--- src/rtl/pdm_clk_pkg.sv ---
package pdm_clk_pkg;

    typedef enum logic [1:0] {
        PH_IDLE = 2'd0,
        PH_HIGH = 2'd1,
        PH_LOW  = 2'd2
    } pdm_phase_e;

    typedef enum logic [1:0] {
        CAP_IDLE  = 2'd0,
        CAP_ARMED = 2'd1,
        CAP_EMIT  = 2'd2
    } cap_state_e;

    typedef struct packed {
        logic edge_sel;
        logic en_a;
        logic en_b;
        logic pol_a;
        logic pol_b;
    } mic_flags_t;

endpackage

--- src/rtl/pdm_clk_gen.sv ---
module pdm_clk_gen
    import pdm_clk_pkg::*;
#(
    parameter int DIV_W  = 8,
    parameter int SKEW_W = 4,
    localparam int CW    = DIV_W + 1
) (
    input  logic              clk,
    input  logic              rst_n,
    input  logic              soft_rst,
    input  logic [DIV_W-1:0]  div_field,
    input  logic [SKEW_W-1:0] skew_in,
    input  mic_flags_t        flags_in,
    output pdm_phase_e        phase,
    output logic [CW-1:0]     cnt,
    output logic [CW-1:0]     half,
    output logic [SKEW_W-1:0] skew_l,
    output mic_flags_t        flags_l,
    output logic              pdm_clk
);

    pdm_phase_e        phase_q, phase_d;
    logic [CW-1:0]     cnt_q, cnt_d;
    logic [DIV_W-1:0]  div_l;
    logic [CW-1:0]     divisor;
    logic [CW-1:0]     last_cnt;
    logic              load;
    logic              clk_q;

    // Divider field is stored offset by two.
    assign divisor  = CW'(div_l) + CW'(2);
    assign last_cnt = divisor - CW'(1);
    assign half     = divisor >> 1;

    // Next-state decision.
    always_comb begin
        phase_d = phase_q;
        cnt_d   = cnt_q;
        load    = 1'b0;
        unique case (phase_q)
            PH_IDLE: begin
                cnt_d = '0;
                load  = 1'b1;
                if (!soft_rst) phase_d = PH_HIGH;
            end
            PH_HIGH: begin
                cnt_d = cnt_q + CW'(1);
                if (cnt_q == half - CW'(1)) phase_d = PH_LOW;
            end
            PH_LOW: begin
                if (cnt_q == last_cnt) begin
                    cnt_d   = '0;
                    phase_d = PH_HIGH;
                    load    = 1'b1;
                end else begin
                    cnt_d = cnt_q + CW'(1);
                end
            end
            default: phase_d = PH_IDLE;
        endcase
        if (soft_rst) begin
            phase_d = PH_IDLE;
            cnt_d   = '0;
        end
    end

    // State register.
    always_ff @(posedge clk or negedge rst_n) begin
        if (!rst_n) begin
            phase_q <= PH_IDLE;
            cnt_q   <= '0;
        end else begin
            phase_q <= phase_d;
            cnt_q   <= cnt_d;
        end
    end

    // Outputs: settings taken in at period start, registered clock pin.
    always_ff @(posedge clk or negedge rst_n) begin
        if (!rst_n) begin
            div_l   <= '0;
            skew_l  <= '0;
            flags_l <= '0;
            clk_q   <= 1'b0;
        end else begin
            if (load) begin
                div_l   <= div_field;
                skew_l  <= skew_in;
                flags_l <= flags_in;
            end
            clk_q <= (phase_d == PH_HIGH);
        end
    end

    assign phase   = phase_q;
    assign cnt     = cnt_q;
    assign pdm_clk = clk_q;


    high_phase_span_chk: assert property (@(posedge clk) disable iff (!rst_n)
        (phase_q == PH_HIGH) |-> (cnt_q < half));


    cnt_in_period_chk: assert property (@(posedge clk) disable iff (!rst_n)
        cnt_q < divisor);


    period_wrap_chk: assert property (@(posedge clk) disable iff (!rst_n)
        (phase_q == PH_LOW && cnt_q == last_cnt && !soft_rst)
        |=> (phase_q == PH_HIGH && cnt_q == '0));


    stop_clock_chk: assert property (@(posedge clk) disable iff (!rst_n)
        soft_rst |=> (phase_q == PH_IDLE && !pdm_clk));

endmodule

--- src/rtl/pdm_sample_point.sv ---
module pdm_sample_point #(
    parameter int CW     = 9,
    parameter int SKEW_W = 4
) (
    input  logic [CW-1:0]     half,
    input  logic [SKEW_W-1:0] skew_l,
    input  logic              edge_sel,
    output logic [CW-1:0]     pos_a,
    output logic [CW-1:0]     pos_b,
    output logic [CW-1:0]     pos_late
);

    logic [CW-1:0] skew_ext;
    logic [CW-1:0] skew_eff;
    logic [CW-1:0] pos_rise;
    logic [CW-1:0] pos_fall;

    // Skew is limited so both points stay inside their own phase.
    always_comb begin
        skew_ext = CW'(skew_l);
        skew_eff = (skew_ext >= half) ? (half - CW'(1)) : skew_ext;
        pos_rise = skew_eff;
        pos_fall = half + skew_eff;
        pos_a    = edge_sel ? pos_fall : pos_rise;
        pos_b    = edge_sel ? pos_rise : pos_fall;
        pos_late = pos_fall;
    end

endmodule

--- src/rtl/pdm_capture.sv ---
module pdm_capture
    import pdm_clk_pkg::*;
#(
    parameter int CW = 9
) (
    input  logic          clk,
    input  logic          rst_n,
    input  logic          soft_rst,
    input  logic          run,
    input  logic [CW-1:0] cnt,
    input  logic [CW-1:0] pos_a,
    input  logic [CW-1:0] pos_b,
    input  logic [CW-1:0] pos_late,
    input  mic_flags_t    flags,
    input  logic          din,
    output logic          left_bit,
    output logic          right_bit,
    output logic          sample_valid
);

    cap_state_e st_q, st_d;
    logic       a_q, b_q;
    logic       hit_late;

    assign hit_late = run && (cnt == pos_late) && (flags.en_a || flags.en_b);

    always_comb begin
        st_d = st_q;
        unique case (st_q)
            CAP_IDLE:  if (run) st_d = CAP_ARMED;
            CAP_ARMED: if (hit_late) st_d = CAP_EMIT;
            CAP_EMIT:  st_d = CAP_ARMED;
            default:   st_d = CAP_IDLE;
        endcase
        if (soft_rst) st_d = CAP_IDLE;
    end

    always_ff @(posedge clk or negedge rst_n) begin
        if (!rst_n) st_q <= CAP_IDLE;
        else        st_q <= st_d;
    end

    // Sample holders and output registers.
    always_ff @(posedge clk or negedge rst_n) begin
        if (!rst_n) begin
            a_q          <= 1'b0;
            b_q          <= 1'b0;
            left_bit     <= 1'b0;
            right_bit    <= 1'b0;
            sample_valid <= 1'b0;
        end else if (soft_rst) begin
            a_q          <= 1'b0;
            b_q          <= 1'b0;
            left_bit     <= 1'b0;
            right_bit    <= 1'b0;
            sample_valid <= 1'b0;
        end else begin
            if (run && cnt == pos_a) a_q <= flags.en_a & (din ^ flags.pol_a);
            if (run && cnt == pos_b) b_q <= flags.en_b & (din ^ flags.pol_b);
            sample_valid <= (st_q == CAP_EMIT);
            if (st_q == CAP_EMIT) begin
                left_bit  <= a_q;
                right_bit <= b_q;
            end
        end
    end


    single_strobe_chk: assert property (@(posedge clk) disable iff (!rst_n)
        sample_valid |=> !sample_valid);


    quiet_outputs_chk: assert property (@(posedge clk) disable iff (!rst_n)
        soft_rst |=> (!sample_valid && !left_bit && !right_bit));


    emit_follows_late_chk: assert property (@(posedge clk) disable iff (!rst_n)
        (st_q == CAP_EMIT) |-> $past(hit_late));

endmodule

--- src/rtl/pdm_clk_sampler.sv ---
module pdm_clk_sampler
    import pdm_clk_pkg::*;
#(
    parameter int DIV_W  = 8,
    parameter int SKEW_W = 4
) (
    input  logic              clk,
    input  logic              rst_n,
    input  logic              soft_rst,
    input  logic [DIV_W-1:0]  div_field,
    input  logic              edge_sel,
    input  logic [SKEW_W-1:0] skew,
    input  logic              en_a,
    input  logic              en_b,
    input  logic              pol_a,
    input  logic              pol_b,
    input  logic              pdm_din,
    output logic              pdm_clk_o,
    output logic              left_bit,
    output logic              right_bit,
    output logic              sample_valid
);

    localparam int CW = DIV_W + 1;

    mic_flags_t        flags_in;
    mic_flags_t        flags_l;
    pdm_phase_e        phase;
    logic [CW-1:0]     cnt;
    logic [CW-1:0]     half;
    logic [SKEW_W-1:0] skew_l;
    logic [CW-1:0]     pos_a, pos_b, pos_late;

    assign flags_in = '{edge_sel: edge_sel, en_a: en_a, en_b: en_b,
                        pol_a: pol_a, pol_b: pol_b};

    pdm_clk_gen #(.DIV_W(DIV_W), .SKEW_W(SKEW_W)) u_gen (
        .clk      (clk),
        .rst_n    (rst_n),
        .soft_rst (soft_rst),
        .div_field(div_field),
        .skew_in  (skew),
        .flags_in (flags_in),
        .phase    (phase),
        .cnt      (cnt),
        .half     (half),
        .skew_l   (skew_l),
        .flags_l  (flags_l),
        .pdm_clk  (pdm_clk_o)
    );

    pdm_sample_point #(.CW(CW), .SKEW_W(SKEW_W)) u_pts (
        .half    (half),
        .skew_l  (skew_l),
        .edge_sel(flags_l.edge_sel),
        .pos_a   (pos_a),
        .pos_b   (pos_b),
        .pos_late(pos_late)
    );

    pdm_capture #(.CW(CW)) u_cap (
        .clk         (clk),
        .rst_n       (rst_n),
        .soft_rst    (soft_rst),
        .run         (phase != PH_IDLE),
        .cnt         (cnt),
        .pos_a       (pos_a),
        .pos_b       (pos_b),
        .pos_late    (pos_late),
        .flags       (flags_l),
        .din         (pdm_din),
        .left_bit    (left_bit),
        .right_bit   (right_bit),
        .sample_valid(sample_valid)
    );

endmodule

--- config.mk ---
export PLATFORM = sky130hd
export DESIGN_NAME = pdm_clk_sampler
export DESIGN_NICKNAME = d
export VERILOG_FILES = /design/src/rtl/pdm_clk_pkg.sv /design/src/rtl/pdm_clk_gen.sv /design/src/rtl/pdm_sample_point.sv /design/src/rtl/pdm_capture.sv /design/src/rtl/pdm_clk_sampler.sv
export SDC_FILE = /design/constraint.sdc
export NUM_CORES = 1
export LEC_CHECK = 0
export BUFFER_PORTS_ARGS = -buffer_cell sky130_fd_sc_hd__buf_2
export CAP_MARGIN = 20
export CORE_ASPECT_RATIO = 0.9
export CORE_MARGIN = 5
export CORE_UTILIZATION = 50
export CTS_CLUSTER_DIAMETER = 80
export CTS_CLUSTER_SIZE = 30
export DETAILED_ROUTE_END_ITERATION = 6
export PLACE_DENSITY = 0.68
export SETUP_SLACK_MARGIN = 0.15
export SKIP_CTS_REPAIR_TIMING = 1
export SLEW_MARGIN = 20
export SYNTH_ARGS = -nofsm -noshare
export SYNTH_HDL_FRONTEND = slang
export SYNTH_SLANG_ARGS = --single-unit
--- constraint.sdc ---
create_clock -name clk -period 8.1 [get_ports clk]
set_input_delay 1.62 -clock clk [delete_from_list [all_inputs] [get_ports clk]]
set_output_delay 1.62 -clock clk [all_outputs]
set_load 0.03 [all_outputs]
; ---- Yosys cells after proc, flatten, opt, wreduce, memory -nomap -nowiden
; Index checks and enable logic that the tools add are counted.
[totals]
input_bits = 21
regBits = 36
out_inout_bits = 4
word_cells = 76
[classes]
magnitude_cmp = 1
n_mux = 25
n_reduce_logical = 13
bitwise_logic = 4
addsub = 5
eq_ne = 12
[op_table]
columns = cell, count
row1 = $eq 9x9->1, 5
row2 = $mux 9, 5
row3 = $pmux 9 s3, 1
row4 = $mux 2, 6
row5 = $pmux 2 s3, 2
row6 = $mux 1, 10
row7 = $add 8x2->9 const B, 1
row8 = $add 8x9->9, 1
row9 = $add 9x1->9 const B, 1
row10 = $sub 8x1->9 const B, 1
row11 = $sub 9x1->9 const B, 1
row12 = $ge 4x8->1, 1
row13 = $reduce_bool 2->1, 4
row14 = $eq 2x1->1 const B, 3
row15 = $ne 3x2->1 const B, 2
row16 = $eq 2x2->1 const B, 2
row17 = $logic_and 1x1->1, 4
row18 = $logic_not 2->1, 2
row19 = $reduce_bool 4->1, 1
row20 = $and 1x1->1, 2
row21 = $pmux 1 s2, 1
row22 = $reduce_and 2->1, 1
row23 = $xor 1x1->1, 2
row24 = $logic_or 1x1->1, 1

; ---- Depth between registers and ports, before layout
[logic_depth]
depth_word = 10
mapped_depth = 22
ltp_nobuf = 22

; ---- Modules after synthesis
; Synthesis repeated with hierarchy kept, for this count alone.
[hier_totals]
cells_unflattened = 428
area_unflattened_um2 = 3985.1
[modules_own_cells]
columns = mod, seq_area_each_um2, cells_per_inst, area_per_inst_um2, instances
row1 = pdm_clk_gen, 725.7, 243, 2397.3, 1
row2 = pdm_sample_point, 0.0, 121, 969.7, 1
row3 = pdm_capture, 175.2, 63, 611.8, 1
row4 = pdm_clk_sampler, 0.0, 1, 6.3, 1

; ---- Worst setup path after synthesis
; OpenSTA, ideal clock, no wires.
[synth_path]
path_type = flip-flop to flip-flop
start = reg u_gen.div_l[2]
end = reg u_cap.b_q
arrival_time_ns = 4.541
stages_incl_launch_ff = 23
setup_time_ns = 0.079
period_less_slack_ns = 4.620
t_required_ns = 8.021
path_buffers = 0
path_slack_ns = 3.480
cell_sequence = dfrtp_1 > ha_1 > inv_1 > ha_1 > o21ai_0 > o21ai_0 > a22oi_2 > nor3_1 > nor2_1 > inv_1 > ha_1 > inv_1 > fa_1 > inv_1 > a21o_1 > nand3_1 > o21ai_0 > o2111a_1 > o21ai_0 > a21o_1 > nand4bb_1 > nor4_2 > mux2i_1
[synth_via]
elab_chain_len = 8
word_cells_on_any_way = 9
classes_between = 3 x add/sub / 1 x order compare / 1 x eq/ne / 2 x mux / 2 x reduce/logical
[synth_rtl]
columns = item, line
row1 = start: declaration, pdm_clk_gen.sv:24  ; logic [DIV_W-1:0] div_l;
row2 = start signal: assignment, pdm_clk_gen.sv:87  ; div_l <= div_field;
row3 = $add 8x2->9 *, pdm_clk_gen.sv:31  ; assign divisor = CW'(div_l) + CW'(2);
row4 = $sub 8x1->9 / $ge 4x8->1 (equally long branches), pdm_sample_point.sv:21  ; skew_eff = (skew_ext >= half) ? (half - CW'(1)) : skew_ext;
row5 = $mux 9, pdm_sample_point.sv:21
row6 = $add 8x9->9, pdm_sample_point.sv:23  ; pos_fall = half + skew_eff;
row7 = $mux 9 *, pdm_sample_point.sv:25  ; pos_b = edge_sel ? pos_rise : pos_fall;
row8 = $eq 9x9->1 *, pdm_capture.sv:59  ; if (run && cnt == pos_b) b_q <= flags.en_b & (din ^ flags.pol_b);
row9 = $logic_and 1x1->1 *, pdm_capture.sv:59
row10 = $reduce_bool 2->1 (no source line) *, --
row11 = end signal: assignment, pdm_capture.sv:59
row12 = end: declaration, pdm_capture.sv:22  ; logic a_q, b_q;
; Mark *: on every way between the ends. The rest lies on a longest branch, timed or not.
; A chain may end at the register's enable or synchronous reset.

; ---- Worst setup path after layout
[layout_path]
start = reg u_gen.div_l[1]
end = reg u_cap.b_q
; Same word-level chain as after synthesis.

==> flow_summary.json <==
{
  "viasPerCell": 6.526,
  "crit_type": "register to register",
  "hp-class": "register to register",
  "nets": 498,
  "grt_max_degree": 37,
  "p_per_area_nw_per_um2": 172.8,
  "cts_tree": "done",
  "cts-buffers-inserted": 5,
  "end_kind": "register",
  "routabilityCongestion": 0.8955,
  "grt_antenna_before_repair": 0,
  "path_max_fanout": 14,
  "cp_slowest_cell": "dfrtp_1",
  "core.rowCount": 30,
  "cp_cell_sequence": "ha_1 -> inv_1 -> ha_1 -> o21ai_0 -> o21ai_0 -> a22oi_2 -> nor3_1 -> nor2_1 -> inv_1 -> ha_1 -> inv_1 -> fa_1 -> inv_1 -> a21o_1 -> nand3_1 -> o21ai_0 -> o2111a_1 -> o21ai_0 -> a21o_1 -> nand4bb_1 -> nor4_2 -> mux2i_1",
  "cp_num_buf_inv": 4,
  "synthAdderAreaFrac_pct": 5.044,
  "io_pins": 25,
  "root_buffer": "clkbuf_8",
  "syn_area_sq_um": 3870,
  "fin_tns_setup_ps": 0,
  "core-area_sq_um": 7545,
  "synth_xor_area_share_pct": 12.29,
  "grt-ovfl-total": 0,
  "ant_nets": 0,
  "avgSynthCellArea_sq_um": 8.450,
  "antennaDiodeCount": 0,
  "nFillCells": 687,
  "drive_above_1_share_pct": 17.28,
  "ff_latch_area_sq_um": 900.9,
  "layout_commonest_cell": "o21ai_0",
  "gr-usage-all-layers_pct": 23.63,
  "fmax_ghz": 0.1832,
  "total_power_mw": 0.6948,
  "yosysSeqAreaShare_pct": 23.28,
  "synthCells": 458,
  "crit_path_max_incr_delay_ps": 540,
  "drt_wl_total_mm": 10.71,
  "synth_top_family_by_area": "compound AO/OA/AOI/OAI gates",
  "dp.final_hpwl_mm": 8.017,
  "synth-main-ff-cell": "dfrtp_1",
  "synth_cell_types": 90,
  "wl_per_cell_microns": 19.15,
  "yosys_warnings": 0,
  "status": "finished clean",
  "slew_headroom_pct": 26.83,
  "worst_pin_slew_ps": 1097,
  "clk_pin_slew_worst_paths_ps": 80,
  "grt_pass1_wl_mm": 17.73,
  "cp-start-kind": "register",
  "maxCapViolCount": 0,
  "period_share_pct": 67.38,
  "dieWidth_microns": 102.7,
  "finClkSkew_ps": 10.82,
  "slew_viol_final": 0,
  "synthSimpleGateAreaFrac_pct": 22.08,
  "hold_viol": 0,
  "worstPathArrival_ps": 5680,
  "setup_viol": 0,
  "synthTopCellsByArea": "dfrtp_1 (23%), xnor2_1 (6.6%), o21ai_0 (5.0%), ha_1 (4.5%), mux2_2 (3.2%)",
  "fin_util_pct": 53.30,
  "die_area_sq_um": 9602,
  "synth.area.mux_share_pct": 4.268,
  "grt_setup_unrepaired": "false",
  "multi_input_area_sq_um": 2666,
  "synth-seq-cells": 36,
  "vias": 3648,
  "final_cell_mix": "o21ai_0 (39), dfrtp_1 (36), nand2_1 (32)",
  "first_global_vias": 3334,
  "synth_compound_area_share_pct": 25.12,
  "yosysTopAreaCell": "dfrtp_1",
  "min_period_ps": 5458,
  "synth_nets": 494,
  "drt-pass1-iter-count": 5,
  "h-tree-depth": 2,
  "cts.sinks": 36,
  "io_buffers": 24,
  "drc_errors": 0,
  "leakagePower_nw": 1.634,
  "syn_to_final_growth_pct": 3.912,
  "synthArstFlopShare_pct": 100.0,
  "cp_top_family": "compound AO/OA/AOI/OAI gates",
  "first_iter_violations": 237,
  "cts.path.max_buffers": 2,
  "synth_top_area_share_pct": 23.28,
  "synth-edff-count": 0,
  "clkLatencyLatePin_ps": 300,
  "ir_drop_v": 0.00008786,
  "worstPathRequired_ps": 8320,
  "initial_core_util_pct": 51.29,
  "die_y_microns": 93.46
}
==> synthesized netlist by cell type (all sizes together) (13+ instances only) <==
cell type / number
xnor2: 31
dfrtp: 36
ha: 14
a21oi: 23
nor2: 30
o21ai: 41
inv: 26
clkbuf: 14
nand3: 22
nand2: 34
buf: 14
xor2: 13
==> cell type report <==
cell class	count	area share, %
multi-input cells	366	66.30
flip-flops and latches	36	22.40
repair buffers	25	3.174
well taps	96	2.987
inverters	28	2.738
clock buffers	6	2.054
clock inverters	2	0.3423
==> cells by family after synthesis <==
family | count (synthesis)
xor+xnor | 47
compound gates | 134
flops | 36
buf+inv | 56
simple gates | 155
mux | 15
fa+ha+maj | 15
==> power breakdown <==
group / switching (mW) / internal (mW)
clock: 0.0768 / 0.0697
sequential: 0.0258 / 0.191
combinational: 0.200 / 0.132
total: 0.302 / 0.393
==> sequential cells by signal, indices dropped and copies added (netlist names) <==
name and cells:
u_cap.right_bit 1, u_cap.a_q 1, u_cap.st_q 2, u_cap.left_bit 1, u_gen.skew_l 4, u_gen.pdm_clk 1
u_cap.b_q 1, u_gen.phase 2, u_gen.div_l 8, u_gen.flags_l 5, u_gen.cnt 9, u_cap.sample_valid 1
==> final timing paths <==
| kind | startpoint | endpoint | slack, ps | depth (start not counted) |
|---|---|---|---|---|
| worst max-delay path | u_gen.div_l[1]$_DFFE_PN0P_ | u_cap.b_q$_DFFE_PN0P_ | 2640 | 22 |
| worst min-delay path | u_cap.st_q[1]$_DFFE_PN0P_ | u_cap.st_q[1]$_DFFE_PN0P_ | 490 | 1 |
| worst max register to register | u_gen.div_l[1]$_DFFE_PN0P_ | u_cap.b_q$_DFFE_PN0P_ | 2640 | 22 |
| worst min register to register | u_cap.st_q[1]$_DFFE_PN0P_ | u_cap.st_q[1]$_DFFE_PN0P_ | 490 | 1 |
| max in group asynchronous | rst_n | u_cap.a_q$_DFFE_PN0P_ | 6130 | 1 |
| min in group asynchronous | rst_n | u_gen.div_l[4]$_DFFE_PN0P_ | 1410 | 1 |
==> layer usage <==
metal,routed length [microns],GRT usage [%]
met1,4835,34.92
met5,0,0
met2,4730,34.84
met3,810,3.878
met4,330,7.659
==> metrics by stage <==
stage / cells / hold slack (ps) / setup slack (ps) / instance area, sq um
after floorplan: 458 / 451.4 / 3480 / 3870
after global placement: 551 / 482.1 / 3008 / 3925
after detailed placement: 551 / 484.4 / 2830 / 3925
after CTS: 559 / 494.0 / 2743 / 4021
after global routing: 559 / 522.2 / 2088 / 4021
final: 559 / 492.5 / 2642 / 4021
(Power assumes the default switching activity.)
